### src/rtl/tcp_hs_pkg.sv
package tcp_hs_pkg;

  typedef enum logic [2:0] {
    HS_CLOSED   = 3'd0,
    HS_SYN_SENT = 3'd1,
    HS_SYN_RECV = 3'd2,
    HS_ESTAB    = 3'd3,
    HS_EXCH     = 3'd4
  } hs_state_e;

  typedef struct packed {
    logic syn;
    logic ack;
    logic fin;
    logic rst;
  } tcp_flags_t;

  // Flag patterns that no conforming stack emits
  function automatic logic flags_illegal(tcp_flags_t f, logic in_closed);
    return (f.syn && f.fin) || (f == 4'b0000) || (in_closed && f.fin && !f.ack);
  endfunction

  function automatic logic is_half_open(hs_state_e s);
    return (s == HS_SYN_SENT) || (s == HS_SYN_RECV);
  endfunction

  function automatic logic is_connected(hs_state_e s);
    return (s == HS_ESTAB) || (s == HS_EXCH);
  endfunction

  // Entries to these states prompt the window-size capture
  function automatic logic is_window_entry(hs_state_e s);
    return (s == HS_SYN_RECV) || (s == HS_ESTAB);
  endfunction

endpackage

### src/rtl/tcp_hs_flag_check.sv
module tcp_hs_flag_check
  import tcp_hs_pkg::*;
(
  input  logic       pkt_valid,
  input  tcp_flags_t flags,
  input  hs_state_e  state_q,
  output logic       illegal_hit
);

  assign illegal_hit = pkt_valid && flags_illegal(flags, state_q == HS_CLOSED);

endmodule

### src/rtl/tcp_hs_stall_cnt.sv
module tcp_hs_stall_cnt #(
  parameter int STALL_W = 8
) (
  input  logic               clk,
  input  logic               rst_n,
  input  logic               count_en,
  input  logic               clear,
  input  logic [STALL_W-1:0] limit,
  output logic               trip
);

  logic [STALL_W-1:0] cnt_q;

  // Trips on the packet that would take the count past the limit
  assign trip = count_en && (cnt_q == limit);

  always_ff @(posedge clk or negedge rst_n) begin
    if (!rst_n)        cnt_q <= '0;
    else if (clear)    cnt_q <= '0;
    else if (count_en) cnt_q <= cnt_q + 1'b1;
  end

endmodule

### src/rtl/tcp_hs_fsm.sv
module tcp_hs_fsm
  import tcp_hs_pkg::*;
(
  input  logic       clk,
  input  logic       rst_n,
  input  logic       pkt_valid,
  input  logic       from_client,
  input  tcp_flags_t flags,
  input  logic       stall_trip,
  output hs_state_e  state_q,
  output hs_state_e  state_d,
  output logic       hold_half,
  output logic       state_chg
);

  logic      advance;
  hs_state_e base_d;
  logic      fin_cli_q, fin_srv_q, fin_cli_d, fin_srv_d;

  // Transition decode, independent of the stall counter
  always_comb begin
    advance   = 1'b0;
    base_d    = state_q;
    fin_cli_d = fin_cli_q;
    fin_srv_d = fin_srv_q;
    if (pkt_valid) begin
      if (flags.rst) begin
        base_d = HS_CLOSED;
      end else begin
        unique case (state_q)
          HS_CLOSED:
            if (from_client && flags.syn && !flags.ack && !flags.fin) begin
              base_d = HS_SYN_SENT; advance = 1'b1;
            end
          HS_SYN_SENT:
            if (!from_client && flags.syn && flags.ack && !flags.fin) begin
              base_d = HS_SYN_RECV; advance = 1'b1;
            end
          HS_SYN_RECV:
            if (from_client && flags.ack && !flags.syn && !flags.fin) begin
              base_d = HS_ESTAB; advance = 1'b1;
            end
          HS_ESTAB:
            if (flags.ack && !flags.syn && !flags.fin) begin
              base_d = HS_EXCH; advance = 1'b1;
            end
          HS_EXCH:
            if (flags.fin && flags.ack && !flags.syn) begin
              if (from_client ? fin_srv_q : fin_cli_q) begin
                base_d = HS_CLOSED;
              end else if (from_client) begin
                fin_cli_d = 1'b1;
              end else begin
                fin_srv_d = 1'b1;
              end
            end
          default: base_d = HS_CLOSED;
        endcase
      end
    end
  end

  assign hold_half = pkt_valid && !flags.rst && !advance && is_half_open(state_q);
  assign state_d   = (hold_half && stall_trip) ? HS_CLOSED : base_d;
  assign state_chg = (state_d != state_q);

  always_ff @(posedge clk or negedge rst_n) begin
    if (!rst_n) begin
      state_q   <= HS_CLOSED;
      fin_cli_q <= 1'b0;
      fin_srv_q <= 1'b0;
    end else begin
      state_q   <= state_d;
      fin_cli_q <= (state_d == HS_EXCH) && fin_cli_d;
      fin_srv_q <= (state_d == HS_EXCH) && fin_srv_d;
    end
  end

endmodule

### src/rtl/tcp_hs_tracker.sv
module tcp_hs_tracker
  import tcp_hs_pkg::*;
#(
  parameter int STALL_W = 8
) (
  input  logic               clk,
  input  logic               rst_n,
  input  logic               pkt_valid,
  input  logic               pkt_from_client,
  input  logic               flag_syn,
  input  logic               flag_ack,
  input  logic               flag_fin,
  input  logic               flag_rst,
  input  logic [STALL_W-1:0] stall_limit,
  output logic [2:0]         hs_state,
  output logic               division,
  output logic               flag_vuln,
  output logic               established,
  output logic               win_capture
);

  tcp_flags_t flags;
  hs_state_e  state_q, state_d;
  logic       hold_half, state_chg, stall_trip, illegal_hit;

  assign flags = '{syn: flag_syn, ack: flag_ack, fin: flag_fin, rst: flag_rst};

  tcp_hs_fsm u_fsm (
    .clk        (clk),
    .rst_n      (rst_n),
    .pkt_valid  (pkt_valid),
    .from_client(pkt_from_client),
    .flags      (flags),
    .stall_trip (stall_trip),
    .state_q    (state_q),
    .state_d    (state_d),
    .hold_half  (hold_half),
    .state_chg  (state_chg)
  );

  tcp_hs_stall_cnt #(.STALL_W(STALL_W)) u_stall (
    .clk     (clk),
    .rst_n   (rst_n),
    .count_en(hold_half),
    .clear   (state_chg),
    .limit   (stall_limit),
    .trip    (stall_trip)
  );

  tcp_hs_flag_check u_flags (
    .pkt_valid  (pkt_valid),
    .flags      (flags),
    .state_q    (state_q),
    .illegal_hit(illegal_hit)
  );

  always_ff @(posedge clk or negedge rst_n) begin
    if (!rst_n) begin
      division    <= 1'b0;
      flag_vuln   <= 1'b0;
      win_capture <= 1'b0;
    end else begin
      if (pkt_valid) division <= pkt_from_client;
      flag_vuln   <= illegal_hit || (hold_half && stall_trip);
      win_capture <= state_chg && is_window_entry(state_d);
    end
  end

  assign hs_state    = state_q;
  assign established = is_connected(state_q);

endmodule

### config.mk
export PLATFORM = sky130hd
export DESIGN_NAME = tcp_hs_tracker
export DESIGN_NICKNAME = d
export VERILOG_FILES = /design/src/rtl/tcp_hs_pkg.sv /design/src/rtl/tcp_hs_flag_check.sv /design/src/rtl/tcp_hs_stall_cnt.sv /design/src/rtl/tcp_hs_fsm.sv /design/src/rtl/tcp_hs_tracker.sv
export SDC_FILE = /design/constraint.sdc
export NUM_CORES = 1
export LEC_CHECK = 0
export BUFFER_PORTS_ARGS = -buffer_cell sky130_fd_sc_hd__buf_2
export CAP_MARGIN = 25
export CORE_MARGIN = 3
export CORE_UTILIZATION = 50
export CTS_BUF_LIST = sky130_fd_sc_hd__clkbuf_8
export CTS_CLUSTER_SIZE = 28
export DETAILED_ROUTE_END_ITERATION = 10
export HOLD_SLACK_MARGIN = 0.12
export PLACE_DENSITY = 0.79
export SLEW_MARGIN = 20
export SYNTH_ARGS = -nofsm -noshare
export SYNTH_HDL_FRONTEND = slang
export SYNTH_SLANG_ARGS = --single-unit
### constraint.sdc
create_clock -name clk -period 3.2 [get_ports clk]
set_clock_uncertainty 0.2 [all_clocks]
set_input_delay 0.64 -clock clk [delete_from_list [all_inputs] [get_ports clk]]
set_output_delay 0.64 -clock clk [all_outputs]
set_load 0.01 [all_outputs]
# --- Word-level counts from Yosys, hierarchy flattened ---
# Cells that the tools add are included.
op_classes:
  n_eq_ne: 9
  shift: 0
  div_mod_pow: 0
  mux: 32
  order_cmp: 0
  multipliers: 0
  n_reduce_logical: 40
  n_bitwise: 0
  addsub: 1
ops:
  columns: ["cell", "count"]
  rows:
  - ["$mux W3", 9]
  - ["$logic_and A1 B1 Y1", 25]
  - ["$mux W1", 19]
  - ["$mux W8", 2]
  - ["$pmux W3 S5", 1]
  - ["$eq A3 B2 Y1 const B", 4]
  - ["$add A8 B1 Y8 const B", 1]
  - ["$eq A8 B8 Y1", 1]
  - ["$eq A3 B3 Y1 const B", 2]
  - ["$logic_not A1 Y1", 6]
  - ["$logic_or A1 B1 Y1", 6]
  - ["$logic_not A4 Y1", 1]
  - ["$pmux W1 S4", 1]
  - ["$eq A3 B1 Y1 const B", 1]
  - ["$logic_not A3 Y1", 1]
  - ["$ne A3 B3 Y1", 1]
  - ["$reduce_bool A2 Y1", 1]
word_totals:
  n_memories: 0
  mem_bits_rw: 0
  romBits: 0
  ff_bits: 16
  in_bits: 16
  latch_bits: 0

# --- Depth between registers and ports, before layout ---
depth:
  depth_word: 17
  depth_mapped: 7

# --- By module ---
# From an unflattened synthesis, not the netlist that was laid out.
unflattened:
  hier_cells: 134
  hier_area_um2: 1192.4
by_module_without_submodules:
  columns: ["mod", "area_each_um2", "n_inst", "seq_area_each_um2", "cells_each"]
  rows:
  - ["tcp_hs_fsm", 563.0, 1, 125.1, 69]
  - ["tcp_hs_stall_cnt", 476.7, 1, 200.2, 49]
  - ["tcp_hs_tracker", 121.4, 1, 75.1, 10]
  - ["tcp_hs_flag_check", 31.3, 1, 0.0, 6]

# --- Worst setup path before layout ---
# No wires, ideal clock.
synth_timing:
  path_type: "input to register"
  from: "input flag_syn"
  to: "register win_capture"
  cell_stages: 7
  setup_slack_ps: 564
  arrival_time_ps: 2316
  required_ps: 2880
  cell_sequence: "buf_2 > or3b_1 > o211ai_2 > nor3_1 > a221o_1 > buf_2 > o211a_1"
synth_between:
  elab_chain_len: 16
synth_rtl:
  columns: ["item", "line_no", "source"]
  rows:
  - ["start, declared", "tcp_hs_tracker.sv:10", "input logic flag_syn,"]
  - ["$logic_not A1 Y1 (tied with other cells)", "tcp_hs_fsm.sv:40, tcp_hs_fsm.sv:44, tcp_hs_fsm.sv:48", null]
  - ["$logic_and A1 B1 Y1 (on tied branches) (2 in series)", null, null]
  - ["$mux W1 (on tied branches)", null, null]
  - ["$pmux W1 S4", "tcp_hs_fsm.sv:30", "unique case (state_q)"]
  - ["$mux W1", "tcp_hs_fsm.sv:27", "if (flags.rst) begin"]
  - ["$mux W1", "tcp_hs_fsm.sv:26", "if (pkt_valid) begin"]
  - ["$logic_not A1 Y1", "tcp_hs_fsm.sv:63", "assign hold_half = pkt_valid && !flags.rst && !advance && is_half_open(state_q);"]
  - ["$logic_and A1 B1 Y1 (2 in series)", "tcp_hs_fsm.sv:63", null]
  - ["$logic_and A1 B1 Y1", "tcp_hs_stall_cnt.sv:15", "assign trip = count_en && (cnt_q == limit);"]
  - ["$logic_and A1 B1 Y1", "tcp_hs_fsm.sv:64", "assign state_d = (hold_half && stall_trip) ? HS_CLOSED : base_d;"]
  - ["$mux W3 (*)", "tcp_hs_fsm.sv:64", null]
  - ["$eq A3 B2 Y1", "tcp_hs_pkg.sv:33", "return (s == HS_SYN_RECV) || (s == HS_ESTAB);"]
  - ["$logic_or A1 B1 Y1", "tcp_hs_pkg.sv:33", null]
  - ["$logic_and A1 B1 Y1 (*)", "tcp_hs_tracker.sv:65", "win_capture <= state_chg && is_window_entry(state_d);"]
  - ["end signal, assigned", "tcp_hs_tracker.sv:65", null]
  - ["end, declared", "tcp_hs_tracker.sv:19", "output logic win_capture"]
# Every way passes the cells marked *; elsewhere a longest branch is shown, timed or not.
# A chain may end at the register's enable or synchronous reset.

# --- Final worst setup path ---
layout_timing:
  from: "register u_fsm.state_q[1]"
  to: "register u_stall.cnt_q[7]"
layout_between:
  elab_chain_len: 12
layout_rtl:
  columns: ["item", "line_no", "source"]
  rows:
  - ["start, declared", "tcp_hs_fsm.sv:10", "output hs_state_e state_q,"]
  - ["start signal, assigned", "tcp_hs_fsm.sv:73", "state_q <= state_d;"]
  - ["$eq A3 B2 Y1 (tied with other cells)", "tcp_hs_fsm.sv:30", null]
  - ["$pmux W1 S4", "tcp_hs_fsm.sv:30", null]
  - ["$mux W1", "tcp_hs_fsm.sv:27", null]
  - ["$mux W1", "tcp_hs_fsm.sv:26", null]
  - ["$logic_not A1 Y1", "tcp_hs_fsm.sv:63", null]
  - ["$logic_and A1 B1 Y1 (2 in series)", "tcp_hs_fsm.sv:63", null]
  - ["$logic_and A1 B1 Y1", "tcp_hs_stall_cnt.sv:15", null]
  - ["$logic_and A1 B1 Y1", "tcp_hs_fsm.sv:64", null]
  - ["$mux W3", "tcp_hs_fsm.sv:64", null]
  - ["$ne A3 B3 Y1", "tcp_hs_fsm.sv:65", "assign state_chg = (state_d != state_q);"]
  - ["$mux W8 / $reduce_bool A2 Y1 (equally long branches)", null, null]
  - ["end signal, assigned", "tcp_hs_stall_cnt.sv:20", "else if (count_en) cnt_q <= cnt_q + 1'b1;"]
  - ["end, declared", "tcp_hs_stall_cnt.sv:12", "logic [STALL_W-1:0] cnt_q;"]
# Parallel ways exist; a longest one is shown, timed or not.

==> results by group <==
Run status
  – Status: complete, no violations

Logic synthesis
  – Synthesized Nets: 141
  – Yosys cell types: 49
  – Synth area leaders: dfrtp_1 33%, xnor2_1 10%, a211oi_2 8.1%
  – Synth Area in Simple Gates: 23.6%
  – Asr flop ratio synth: 100%
  – Syn. warnings: 0
  – Compound-Gate Fraction of Synth Area: 23.3%
  – Synthesis-stage register bit count: 16
  – Dominant register cell in the synthesized netlist: dfrtp_1
  – Largest family of logic cells by synthesized area: simple AND/OR/NAND/NOR gates
  – Seq/Total Area, Yosys: 32.6%
  – Synth top area share: 32.6%
  – Most frequent cell after synthesis: dfrtp_1
  – XOR/XNOR Fraction of Synth Area: 11.4%
  – Most frequent cells after synthesis: 16 x dfrtp_1, 14 x xnor2_1, 8 x a211oi_2
  – Post-synthesis mux area share: 2.55%
  – Post-Synth Adder-Cell Area: 1.02%
  – Mapped Cells: 124
  – Synthesized area per cell: 9.91 µm²
  – EDFF count, synth: 0
  – Post-synth top area cell: dfrtp_1
  – Area of the mapped netlist: 1230 µm²

Finish
  – Antenna Cells: 0
  – Multi-input gate area: 761 µm²
  – Final nets: 163
  – Share of layout cells above drive strength 1: 30.6%
  – Final instance area: 1390 µm²
  – Layout fillers: 194
  – Core Util, Final: 61.0%
  – Non-Filler Instances: 172
  – Area Overhead vs Synth: 12.9%
  – Area taken by flip-flops and latches: 400 µm²

Placement
  – DP Area: 1340 µm²
  – Gpl congestion: 0.840
  – PortBufs: 22
  – DP Wirelength: 2.18 mm
  – Placed Cells: 168

Drt
  – Pre-antenna DRT Iters: 4
  – DR WL/cell: 16.5 µm
  – Post-route ant nets: 0
  – Drt initial violations: 31
  – Total number of vias: 1046
  – DR vias/cell: 6.08
  – Routed WL: 2.84 mm
  – # DRC: 0

GRT
  – Vias in the first global route: 1069
  – Gr usage total: 20.8%
  – Initial antenna violation count: 0
  – Total congestion overflow: 0
  – First-pass GRT wire length: 5.12 mm
  – Largest net degree at the start of global routing: 17

Floorplanning
  – Die footprint: 3090 µm²
  – Die Width: 55.6 µm
  – Starting Density: 54.0%
  – Core ar.: 2280 µm²
  – Die span in y: 55.6 µm
  – Rows: 17
  – Io pins: 23

Critical path
  – Crit-path max FO: 12
  – Setup CP Type: reg -> reg
  – Slowest stage cell, crit path: or3_1
  – CP top delay family: simple AND/OR/NAND/NOR gates
  – CP bufs+invs: 0
  – Crit. End Element: flip-flop
  – Worst Path Arrival: 2610 ps
  – Worst Setup Start Kind: flip-flop
  – Max incr delay on CP: 550 ps
  – Critical path cell sequence: or3b_1 > o211ai_2 > nor4_4 > or3_1 > a211oi_2
  – WP data required: 3160 ps

Clock tree
  – Root buf cell: clkbuf_8
  – Clock slew at reported path FFs: 60 ps
  – Setup Fix Bufs, Post-CTS: 0
  – CTS tree: yes
  – Clock Tree Buf Depth: 2
  – CTS Buf Count: 3
  – Clk sinks: 16
  – H-tree levels: 1
  – Post_cts resized: 0
  – Quantity of hold-fixing buffers added after cts: 1
  – Skew-Pair Late Insertion Delay: 250 ps

Timing
  – Hold Fails Final Rpt: 0
  – # setup viols final: 0
  – Pins over their slew limit: 0
  – Final setup TNS: 0 ps
  – Slew at the pin closest to its max-slew limit: 497 ps
  – F_max: 0.378 GHz
  – Post-route clock period utilization: 82.8%
  – RSZ-0062 raised after global routing: no
  – Max_slew headroom: 66.5%
  – Fin crit period: 2650 ps

Pwr
  – Combinational share of power: 19.7%
  – Internal Power: 0.341 mW
  – P_sw: 0.126 mW
  – Sw Ratio: 27.1%
  – Clock share of power: 32.0%
  – Leakage: 0.581 nW
  – Sequential power share: 48.3%
  – Total chip power: 0.467 mW
  – Pwr per Cell Area: 337 nW/µm²
  – Max IR drop VDD: 0.350 mV

Run
  – Max-cap viol count: 0

Worst hold path
  – Worst Hold Class: reg -> reg
==> per-stage QoR <==
stage          setup slack, ps  hold WS (ps)
2_1_floorplan              564           144
3_5_place_dp               339           327
6_report                   551           334
3_3_place_gp               379           285
5_1_grt                    442           365
4_1_cts                    561           339
==> per-layer routing <==
layer	vias to the layer above	global-route usage, %	routed length, µm
li1	505	-	-
met3	5	3.02	90
met1	516	27.0	1290
met5	-	0	0
met4	0	9.38	58
met2	20	34.0	1390
==> logic make-up after synthesis <==
| kind of cell | Yosys count |
|---|---|
| compound gates | 31 |
| xor+xnor | 16 |
| fa+ha+maj | 1 |
| buf+inv | 13 |
| flops | 16 |
| mux | 3 |
| simple gates | 44 |
==> registers in the layout (all words and copies together) (netlist names) <==
name             count
u_fsm.state_q        3
win_capture          1
flag_vuln            1
u_fsm.fin_cli_q      1
division             1
u_stall.cnt_q        8
u_fsm.fin_srv_q      1
==> layout make-up <==
cell class                      count  area share [%]
Multi-Input combinational cell     95            54.8
Sequential cell                    16            28.9
Tap cell                           28            2.52
Clock buffer                        3            2.98
Timing Repair Buffer               24            9.20
Inverter                            6            1.62
==> power by group through the flow <==
stage,Sequential [mW],Combinational (mW),Clock (mW)
after floorplan,0.228,0.0606,0
after global placement,0.228,0.0883,0
after detailed placement,0.229,0.0916,0
after CTS,0.225,0.0929,0.155
after global routing,0.227,0.103,0.165
final,0.226,0.0920,0.149
==> layout by cell type, fill, tap and decap left out, drive strengths merged, types with 4 or more instances in the layout <==
master / count
a211oi: 8
a21oi: 4
buf: 23
dfrtp: 16
inv: 6
nand2: 5
nand2b: 4
nor3: 7
nor4: 5
xnor2: 14
==> final timing paths <==
| kind | start | endpoint | slack [ps] | depth (start not counted) |
|---|---|---|---|---|
| setup / recovery | u_fsm.state_q[1] | u_stall.cnt_q[7] | 550 | 5 |
| hold / removal | division | division | 330 | 1 |
| setup reg to reg | u_fsm.state_q[1] | u_stall.cnt_q[7] | 550 | 5 |
| hold reg to reg | division | division | 330 | 1 |
| max in group asynchronous | rst_n | u_fsm.fin_srv_q | 1910 | 2 |
| min in group asynchronous | rst_n | u_stall.cnt_q[7] | 630 | 2 |
(Power assumes the default switching activity.)
